**src/rtl/fsr_pkg.sv**
```systemverilog
package fsr_pkg;
    localparam int DATA_W = 32;
    localparam int LANES  = DATA_W / 8;
    localparam int OFF_W  = $clog2(LANES);
    localparam int SH_W   = OFF_W + 3;
    localparam int BANKS  = 2;
    localparam int BK_NS  = 0;
    localparam int BK_SEC = 1;

    typedef enum logic [1:0] {
        SZ_BYTE = 2'd0,
        SZ_HALF = 2'd1,
        SZ_WORD = 2'd2,
        SZ_RSVD = 2'd3
    } acc_size_e;

    typedef struct packed {
        logic [BANKS-1:0][DATA_W-1:0] bank;
        logic                         rvalid;
        logic [DATA_W-1:0]            rdata;
    } fsr_state_t;
endpackage

```
**src/rtl/fsr_lane_dec.sv**
```systemverilog
module fsr_lane_dec
    import fsr_pkg::*;
(
    input  logic [OFF_W-1:0]  off,
    input  logic [1:0]        size,
    output logic              ok,
    output logic [DATA_W-1:0] wmask,
    output logic [DATA_W-1:0] rmask,
    output logic [SH_W-1:0]   shamt
);
    logic [LANES-1:0] lo_lanes;
    logic [LANES-1:0] at_lanes;

    always_comb begin
        ok       = 1'b0;
        lo_lanes = '0;
        case (acc_size_e'(size))
            SZ_BYTE: begin ok = 1'b1;          lo_lanes = LANES'(1); end
            SZ_HALF: begin ok = (off[0] == 1'b0); lo_lanes = LANES'(3); end
            SZ_WORD: begin ok = (off == '0);    lo_lanes = '1;        end
            default: begin ok = 1'b0;          lo_lanes = '0;        end
        endcase
        at_lanes = lo_lanes << off;
    end

    for (genvar i = 0; i < LANES; i++) begin : g_lane
        assign wmask[8*i +: 8] = {8{at_lanes[i] & ok}};
        assign rmask[8*i +: 8] = {8{lo_lanes[i] & ok}};
    end

    assign shamt = {off, 3'b000};
endmodule

```
**src/rtl/fsr_route.sv**
```systemverilog
module fsr_route
    import fsr_pkg::*;
#(
    parameter int SHARED_LANE = 1
) (
    input  logic                         wr_go,
    input  logic                         acc_sec,
    input  logic [DATA_W-1:0]            clr_vec,
    input  logic [DATA_W-1:0]            set_mask,
    input  logic                         set_sec,
    output logic [BANKS-1:0][DATA_W-1:0] clr,
    output logic [BANKS-1:0][DATA_W-1:0] set
);
    localparam logic [DATA_W-1:0] SH_MASK = DATA_W'(8'hFF) << (8 * SHARED_LANE);

    always_comb begin
        clr = '0;
        set = '0;
        if (wr_go) begin
            if (acc_sec) begin
                clr[BK_SEC] = clr_vec & ~SH_MASK;
                clr[BK_NS]  = clr_vec & SH_MASK;
            end else begin
                clr[BK_NS]  = clr_vec;
            end
        end
        if (set_sec) begin
            set[BK_SEC] = set_mask & ~SH_MASK;
            set[BK_NS]  = set_mask & SH_MASK;
        end else begin
            set[BK_NS]  = set_mask;
        end
    end
endmodule

```
**src/rtl/fsr_bank_next.sv**
```systemverilog
module fsr_bank_next
    import fsr_pkg::*;
(
    input  logic [DATA_W-1:0] cur,
    input  logic [DATA_W-1:0] clr,
    input  logic [DATA_W-1:0] set,
    output logic [DATA_W-1:0] nxt
);
    assign nxt = (cur & ~clr) | set;
endmodule

```
**src/rtl/flt_stat_bank.sv**
```systemverilog
module flt_stat_bank
    import fsr_pkg::*;
#(
    parameter int SHARED_LANE = 1
) (
    input  logic              clk,
    input  logic              rst_n,
    input  logic              acc_en,
    input  logic              acc_wr,
    input  logic              acc_sec,
    input  logic [OFF_W-1:0]  acc_off,
    input  logic [1:0]        acc_size,
    input  logic [DATA_W-1:0] acc_wdata,
    input  logic [DATA_W-1:0] set_mask,
    input  logic              set_sec,
    output logic              rd_valid,
    output logic [DATA_W-1:0] rd_data
);
    localparam logic [DATA_W-1:0] SH_MASK = DATA_W'(8'hFF) << (8 * SHARED_LANE);

    fsr_state_t d, q;

    logic                         ok;
    logic [DATA_W-1:0]            wmask, rmask;
    logic [SH_W-1:0]              shamt;
    logic [DATA_W-1:0]            clr_vec;
    logic [BANKS-1:0][DATA_W-1:0] clr, set, nxt;
    logic [DATA_W-1:0]            composed;
    logic [DATA_W-1:0]            sec_cur, ns_cur;

    fsr_lane_dec u_dec (
        .off   (acc_off),
        .size  (acc_size),
        .ok    (ok),
        .wmask (wmask),
        .rmask (rmask),
        .shamt (shamt)
    );

    assign clr_vec = (acc_wdata << shamt) & wmask;

    fsr_route #(.SHARED_LANE(SHARED_LANE)) u_route (
        .wr_go    (acc_en & acc_wr & ok),
        .acc_sec  (acc_sec),
        .clr_vec  (clr_vec),
        .set_mask (set_mask),
        .set_sec  (set_sec),
        .clr      (clr),
        .set      (set)
    );

    for (genvar b = 0; b < BANKS; b++) begin : g_bank
        fsr_bank_next u_next (
            .cur (q.bank[b]),
            .clr (clr[b]),
            .set (set[b]),
            .nxt (nxt[b])
        );
    end

    assign sec_cur = q.bank[BK_SEC];
    assign ns_cur  = q.bank[BK_NS];

    always_comb begin
        composed = (acc_sec ? (sec_cur & ~SH_MASK) : ns_cur) | (ns_cur & SH_MASK);
        d        = q;
        d.bank   = nxt;
        d.rvalid = acc_en & ~acc_wr;
        d.rdata  = (acc_en & ~acc_wr) ? ((composed >> shamt) & rmask) : '0;
    end

    always_ff @(posedge clk or negedge rst_n) begin
        if (!rst_n) q <= '0;
        else        q <= d;
    end

    assign rd_valid = q.rvalid;
    assign rd_data  = q.rdata;
endmodule

```
**config.mk**
```make
export PLATFORM = sky130hd
export DESIGN_NAME = flt_stat_bank
export DESIGN_NICKNAME = d
export VERILOG_FILES = /design/src/rtl/fsr_pkg.sv /design/src/rtl/fsr_lane_dec.sv /design/src/rtl/fsr_route.sv /design/src/rtl/fsr_bank_next.sv /design/src/rtl/flt_stat_bank.sv
export SDC_FILE = /design/constraint.sdc
export NUM_CORES = 1
export LEC_CHECK = 0
export CAP_MARGIN = 20
export CORE_MARGIN = 2
export CORE_UTILIZATION = 46
export CTS_CLUSTER_DIAMETER = 200
export DETAILED_ROUTE_END_ITERATION = 10
export MAX_ROUTING_LAYER = met4
export PLACE_DENSITY_LB_ADDON = 0.08
export SETUP_SLACK_MARGIN = 0.3
export SYNTH_ARGS = -nofsm -noshare
export SYNTH_HDL_FRONTEND = slang
export SYNTH_SLANG_ARGS = --single-unit
```
**constraint.sdc**
```tcl
create_clock -name clk -period 1.3 [get_ports clk]
set_clock_uncertainty 0.05 [all_clocks]
set_input_delay 0.195 -clock clk [delete_from_list [all_inputs] [get_ports clk]]
set_output_delay 0.195 -clock clk [all_outputs]
set_load 0.02 [all_outputs]
```
Word-level counts from Yosys, hierarchy flattened
Cells that the tools add are included.
W data, S select, Z words.
- register bits: 97
- input bits: 74
- output and inout bits: 33
- equality and inequality tests: 2
- shift-type cells: 3
- multiplexer cells: 9
- bitwise gates (word level): 22
- reduce and logical (&&, ||, !) cells: 2
- operators with widths (kind ; number):
    $mux W32 ; 6
    $and A32 B32 Y32 ; 4
    $mux W64 ; 1
    $not A32 Y32 ; 2
    $or A32 B32 Y32 ; 2
    $or A32 B16 Y32 ; 1
    $shl A32 B5 Y32 ; 1
    $shr A32 B5 Y32 ; 1
    $pmux W4 S3 ; 1
    $and A1 B1 Y1 ; 11
    $logic_not A2 Y1 ; 2
    $shl A4 B2 Y4 ; 1
    $pmux W1 S3 ; 1
    $eq A2 B1 Y1 const B ; 1
    $eq A2 B2 Y1 const B ; 1
    $not A1 Y1 ; 2

Depth between registers and ports, before layout
Gate-level depths: netlist of run 1.
- depth in word-level cells: 10
- mapped depth: 8

Cells and area by module
A second synthesis of run 1 with hierarchy kept.
- cell total of the unflattened synthesis: 951
- area, all modules: 8828.5 µm²
- modules (own cells, without submodules) (module ; instances ; cells each ; area an instance (µm²) ; seq. area each (µm²)):
    flt_stat_bank ; 1 ; 590 ; 6424.9 ; 2427.3
    fsr_route ; 1 ; 145 ; 1039.7 ; 0.0
    fsr_bank_next ; 2 ; 64 ; 360.3 ; 0.0
    fsr_lane_dec ; 1 ; 88 ; 643.1 ; 0.0

Worst setup path before layout of run 1
No wires, ideal clock.
- path kind: input port to flip-flop
- from: input port acc_size[0]
- to: register q (netlist bit ns_cur[0])
- setup time: 126 ps
- data arrival time: 1784 ps
- required time: 1124 ps
- slack: -660 ps
- stages on the path: 8
- buffers on the path: 2
- path through: inv_1 -> ha_1 -> nand2b_4 -> a211o_1 -> buf_6 -> or4_4 -> buf_6 -> a221o_1
- RTL lines (item ; RTL line ; text):
    start, declared ; flt_stat_bank.sv:12 ; input logic [1:0] acc_size,
    end signal, assigned ; flt_stat_bank.sv:73 ; if (!rst_n) q <= '0;
    end signal, assigned ; flt_stat_bank.sv:74 ; else q <= d;
    end, declared ; flt_stat_bank.sv:21 ; fsr_state_t d, q;

==> results of run 1 <==
==> metal layers <==
| metal | vias up | wire length, um | GRT usage (%) | part of all wire (%) |
|---|---|---|---|---|
| met5 | - | 0 | - | 0 |
| met4 | 0 | 601 | 11.3 | 3.9 |
| met3 | 43 | 1070 | 3.87 | 6.9 |
| met2 | 256 | 7260 | 44.5 | 47 |
| met1 | 2138 | 6460 | 39.4 | 42 |
| li1 | 2063 | - | - | - |
==> layout make-up <==
cell class / count / area [um^2] / area share, %
clock inverters: 6 / 47.5 / 0.650
repair buffers: 210 / 2080 / 28.5
multi-input cells: 311 / 2520 / 34.5
flip-flops and latches: 89 / 2230 / 30.5
clock buffers: 10 / 138 / 1.88
inverters: 27 / 126 / 1.73
well taps: 133 / 166 / 2.28
==> cell usage after synthesis <==
master	instances	area share [%]
dfrtp_1	89	48
mux2i_1	40	8.5
o21ai_0	40	4.3
nor2_1	34	2.7
inv_1	27	2.2
o41ai_1	24	4.5
clkbuf_1	22	1.8
nand2_1	19	1.5
a21oi_1	16	1.7
a22oi_1	16	2.6
mux2_2	16	3.8
nand2b_1	16	2.1
nor2b_1	13	1.7
a211oi_1	11	1.8
nand3b_1	9	1.4
nand4_1	9	1.2
a221o_1	8	1.7
a22o_1	8	1.5
a2bb2oi_1	8	1.5
nor3b_1	8	1.3
buf_2	5	0.53
ha_1	5	1.3
buf_6	4	0.96
nand3_1	4	0.43
a211o_1	1	0.19
a31oi_1	1	0.13
and3_1	1	0.13
buf_1	1	0.080
nand2b_4	1	0.29
o21bai_1	1	0.16
or2_2	1	0.13
or4_4	1	0.24
==> logic make-up after synthesis <==
kind of cell             after synthesis  share of synthesized area, %
adder cells (fa/ha/maj)                5                          1.34
AO/OA/AOI/OAI                        134                          20.0
AND/OR/NAND/NOR                      116                          13.3
multiplexers                          56                          12.4
buffers and inverters                 59                          5.50
flip-flops                            89                          47.5
==> worst reg2reg max path: stages (launching register included) <==
cell and delay, ns:
dfrtp_1 0.41, mux2_2 0.30, nor2_1 0.15, nand3b_1 0.14, a21oi_1 0.07
==> sequential cells by signal, indices dropped and copies added (netlist names) <==
register,flops
rd_data,32
ns_cur,32
sec_cur,24
rd_valid,1
==> power breakdown <==
group          total (mW)  internal (mW)  switching [mW]  leakage (nW)
registers            2.83           2.80          0.0235         0.951
logic                1.38          0.714           0.670          2.29
clock network        1.80          0.768            1.04        0.0937
total                6.01           4.28            1.73          3.33
==> stage by stage <==
| step | power [mW] | utilization (%) | instances |
|---|---|---|---|
| after global placement | 4.06 | 67.5 | 757 |
| after global routing | 6.24 | 74.5 | 786 |
| after detailed placement | 4.09 | 67.5 | 757 |
| after CTS | 5.99 | 73.2 | 783 |
| after floorplan | 3.38 | - | 459 |
| final | 6.01 | 74.5 | 786 |
==> worst min-delay path by stage <==
| stage | startpoint | endpoint | slack [ns] | cells after the start |
|---|---|---|---|---|
| after floorplan | rst_n | ns_cur[0]$_DFF_PN0_ | -0.15 | 0 |
| after detailed placement | rst_n | rd_data[28]$_DFF_PN0_ | 0.02 | 1 |
| after CTS | rst_n | rd_data[28]$_DFF_PN0_ | 0.18 | 2 |
| final | rst_n | rd_data[28]$_DFF_PN0_ | 0.19 | 2 |
| after global placement | rst_n | rd_data[29]$_DFF_PN0_ | 0.02 | 1 |
| after global routing | rst_n | rd_data[28]$_DFF_PN0_ | 0.20 | 2 |
==> repair_timing <==
action / 4_1_cts / 5_1_grt
setup buffers: 7 / 3
resized for setup: 269 / 21
endpoints found under the hold margin: 89 / 0
hold buffers: 1 / 0
pin swaps: 10 / 3
endpoints found under the setup margin: 121 / 121
gates cloned: 2 / 0
==> results by group, run 1 <==
Critical path
  • Critical-path cell list: buf_12, clkinv_8, ha_4, nor2_4, a211o_1, buf_4, a211oi_1, buf_4, o21ai_0
  • Crit path launch: acc_size[1]
  • Crit path max-delay family: compound AO/OA/AOI/OAI gates
  • Crit Path Class: in -> reg
  • Critical Path Max Stage Delay: 0.31 ns
  • Worst Path Required: 1.48 ns
  • R2R depth: 4
  • Critical path capture point: ns_cur[23]$_DFF_PN0_
  • R2r setup slk: 0.07 ns
  • RR Startpoint: sec_cur[18]$_DFF_PN0_
  • CP max stage cell: a211o_1
  • CP arrival: 1.73 ns
  • FF-to-FF End: rd_data[2]$_DFF_PN0_
  • Levels on crit path: 9
  • Critical Path Fanout Max: 26
  • Crit path capture type: flip-flop
  • Crit-path most repeated cell: buf_4
  • Buf+Inv Stages, Crit Path: 4
  • Crit path launch type: input port

STA
  • Slew HR: 73.3%
  • Fin crit share: 119%
  • Fmax: 647 MHz
  • Final WS setup: -0.247 ns
  • Final Hold Viols: 0
  • RSZ-0062 raised after global routing: true
  • Slew Viols, Final: 0
  • Hold Slack: 0.191 ns
  • Clock period minus worst slack: 1.55 ns
  • Final setup TNS: -8.12 ns
  • Setup violators final: 64
  • Tightest Pin Transition: 0.401 ns

Detailed routing
  • Routed wire per std cell: 19.6 um
  • Vias per Instance: 5.73
  • Remaining DRCs: 0
  • DR pass1 iterations: 5
  • Post-Route WL: 15400 um
  • Final ANT Viol Nets: 0
  • Iteration-0 DRC Markers: 326
  • Routed vias: 4500

Yosys
  • Mapped Cells: 459
  • Yosys warning count: 0
  • Mapped cell area: 0.00469 mm^2
  • Synth unique cells: 32
  • #FFs+latches synth: 89
  • Average cell area after synthesis: 10.2 um^2
  • Net Count, Synth: 538
  • Sequential fraction of the synthesis area: 47.5%

Die
  • # rows: 36
  • Core area: 0.00982 mm^2
  • Die ar.: 0.0110 mm^2
  • I/O pin count: 107
  • Die Wd: 105 um
  • Die H: 105 um
  • Initial Utilization: 47.7%

Clocking
  • Register clock-pin slew on the reported worst setup and hold paths: 0.09 ns
  • H-tree levels: 3
  • Worst-Skew Late Latency: 0.35 ns
  • Clock tree sinks: 89
  • Root buffer cell: clkbuf_8
  • Clock tree buffer depth: 2
  • CTS tree: built
  • Number of CTS-inserted buffers: 9

Final layout
  • Share of layout cells above drive strength 1: 34.5%
  • Final nets: 727
  • Commonest non-fill, non-tap cell in the layout: dfrtp_1
  • Synth-to-layout area growth: 56.1%
  • Fill cell count: 731
  • Inserted Diodes: 0
  • Most frequent cells in the layout: 89 x dfrtp_1, 84 x buf_4, 64 x clkdlybuf4s50_1
  • Cell area after layout: 0.00731 mm^2

Status
  • Failing checks: setup timing
  • Outcome: finished, violations left

GRT
  • Initial antenna violation count: 0
  • Vias in the first global route: 4495
  • First-pass GRT wire length: 24100 um
  • GRT Total Usage: 29.0%
  • Largest net degree at the start of global routing: 32
  • Grt ovf: 0

Place
  • Post-DP HPWL: 11000 um
  • Port Buffers: 106
  • Placer congestion estimate: 0.852
  • Placed inst area: 0.00663 mm^2
  • Place WS: -1.12 ns

Job
  • Max Cap Violations: 0

Power
  • Leakage: 3.33 nW
  • Worst vdd ir: 590 uV
  • Power Density: 822 mW/mm^2

Min path
  • Hold/Removal Path Class: in -> async
No activity file was read; power rests on OpenSTA's default activity.
==> inputs of run 2 (changes only) <==
CORE_MARGIN = not set   (was 2)
==> results by group, run 2 (synthesis gave the netlist of run 1 again) <==
Final layout
  • Commonest non-fill, non-tap cell in the layout: buf_4
  • Most frequent cells in the layout: 105 x buf_4, 89 x dfrtp_1, 61 x clkdlybuf4s50_1
  • Cell area after layout: 0.00771 mm^2
  • Inserted Diodes: 0
  • Fill cell count: 647
  • Synth-to-layout area growth: 64.6%
  • Final nets: 753
  • Final Instance Count excl. Fillers: 812
  • Share of layout cells above drive strength 1: 40.5%

STA
  • Slew Viols, Final: 0
  • Tightest Pin Transition: 0.448 ns
  • Clock period minus worst slack: 1.57 ns
  • Slew HR: 70.1%
  • RSZ-0062 raised after global routing: true
  • Setup violators final: 56
  • Fmax: 636 MHz
  • Final WS setup: -0.272 ns
  • Fin crit share: 121%
  • Final Hold Viols: 0

Critical path
  • CP arrival: 1.79 ns
  • Critical Path Fanout Max: 8
  • Buf+Inv Stages, Crit Path: 5
  • CP max stage cell: o21bai_1
  • Levels on crit path: 10
  • Critical-path cell list: buf_12, inv_8, buf_4, ha_4, nor2b_4, buf_4, o21bai_1, a211oi_2, buf_4, o21ai_0
  • R2R depth: 5
  • Crit path capture type: flip-flop
  • Crit-path most repeated cell: buf_4
  • Crit path launch type: input port
  • Crit Path Class: in -> reg
  • Critical Path Max Stage Delay: 0.38 ns
  • Crit path max-delay family: compound AO/OA/AOI/OAI gates
  • FF-to-FF End: rd_data[9]$_DFF_PN0_
  • Worst Path Required: 1.51 ns
  • RR Startpoint: sec_cur[25]$_DFF_PN0_
  • R2r setup slk: 0.05 ns

Place
  • Placed insts: 753
  • Place WS: -1.13 ns
  • Placer congestion estimate: 0.856
  • Post-DP HPWL: 10700 um
  • Placed inst area: 0.00659 mm^2
  • Port Buffers: 106

Clocking
  • Clock tree buffer depth: 2
  • Number of CTS-inserted buffers: 9
  • Register clock-pin slew on the reported worst setup and hold paths: 0.10 ns
  • CTS tree: built
  • Clock tree sinks: 89
  • Worst-Skew Late Latency: 0.35 ns
  • H-tree levels: 3
  • Root buffer cell: clkbuf_8

GRT
  • Vias in the first global route: 4675
  • First-pass GRT wire length: 23900 um
  • Largest net degree at the start of global routing: 35
  • Grt ovf: 0
  • GRT Total Usage: 31.4%
  • Initial antenna violation count: 0

Die
  • Die ar.: 0.0106 mm^2
  • # rows: 36
  • Initial Utilization: 47.7%
  • Die Wd: 103 um
  • Die H: 103 um
  • I/O pin count: 107
  • Core area: 0.00982 mm^2

Power
  • Switch share: 28.1%
  • NetSw: 1.77 mW
  • Sequential share of power: 45.1%
  • Combinational group share of total power: 22.8%
  • Power Density: 813 mW/mm^2
  • Worst vdd ir: 540 uV
  • Internal: 4.51 mW
  • Leakage: 3.54 nW
  • Clock share of power: 32.1%

Detailed routing
  • Routed vias: 4642
  • Remaining DRCs: 0
  • Iteration-0 DRC Markers: 242
  • DR pass1 iterations: 6
  • Vias per Instance: 5.72
  • Post-Route WL: 16000 um
  • Final ANT Viol Nets: 0
  • Routed wire per std cell: 19.6 um

Status
  • Outcome: finished, violations left
  • Failing checks: setup timing

Min path
  • Hold/Removal Path Class: in -> async

Job
  • Max Cap Violations: 0
-- run 2: cell count changes in the layout (fill, tap and decap cells not counted), sizes merged --
cell	before	now
clkdlybuf4s50	64	61
bufinv	0	1
clkinv	4	0
inv	28	31
dlygate4sd2	3	6
buf	140	166
-- run 2: per-layer routing --
metal  vias up  wire length (um)  global-route usage, %
met4         0               637                   16.6
li1       2107                 -                      -
met5         -                 0                      -
met1      2258              6450                   38.8
met2       230              7780                   49.5
met3        47              1090                   5.22
-- run 2: power by group through the flow --
| stage | sequential [mW] | clock [mW] | combinational [mW] |
|---|---|---|---|
| 2_1_floorplan | 2.89 | 0 | 0.491 |
| 3_3_place_gp | 2.88 | 0 | 1.17 |
| 3_5_place_dp | 2.88 | 0 | 1.19 |
| 4_1_cts | 2.83 | 2.03 | 1.35 |
| 5_1_grt | 2.83 | 2.15 | 1.51 |
| 6_report | 2.83 | 2.01 | 1.43 |
-- run 2: final cells by class --
cell class	count	area, um^2	share of cell area, %
Inverter	27	116	1.51
Multi-Input combinational cell	311	2680	34.7
Clock buffer	10	138	1.78
Timing Repair Buffer	236	2320	30.1
Sequential cell	89	2230	28.9
Tap cell	133	166	2.16
Clock inverter	6	72.6	0.941
-- run 2: stage by stage --
| step | setup TNS (ns) | total power [mW] | util (%) | hold slack (ns) |
|---|---|---|---|---|
| 2_1_floorplan | -21.92 | 3.38 | - | -0.151 |
| 3_3_place_gp | -73.86 | 4.05 | 67.1 | 0.0674 |
| 3_5_place_dp | -77.06 | 4.07 | 67.1 | 0.0705 |
| 4_1_cts | -4.97 | 6.20 | 76.2 | 0.235 |
| 5_1_grt | -9.83 | 6.49 | 78.6 | 0.273 |
| 6_report | -7.47 | 6.27 | 78.6 | 0.230 |
-- run 2: worst max path at each step --
stage / startpoint / to / slack [ns]
finish: acc_size[0] / ns_cur[16]$_DFF_PN0_ / -0.27
global route: acc_size[0] / ns_cur[16]$_DFF_PN0_ / -0.31
CTS: acc_size[0] / ns_cur[5]$_DFF_PN0_ / -0.21
detailed placement: acc_size[1] / ns_cur[5]$_DFF_PN0_ / -1.13
global placement: acc_size[1] / ns_cur[4]$_DFF_PN0_ / -1.07
floorplan: acc_off[1] / ns_cur[0]$_DFF_PN0_ / -0.61
-- run 2: timing repair --
action | in CTS | in global routing
setup buffers | 31 | 9
resized for setup | 307 | 35
endpoints found under the setup margin | 121 | 121
pin swaps | 14 | 18
hold buffers | 1 | 0
cloned | 2 | 0
hold endpoints to repair | 22 | 0
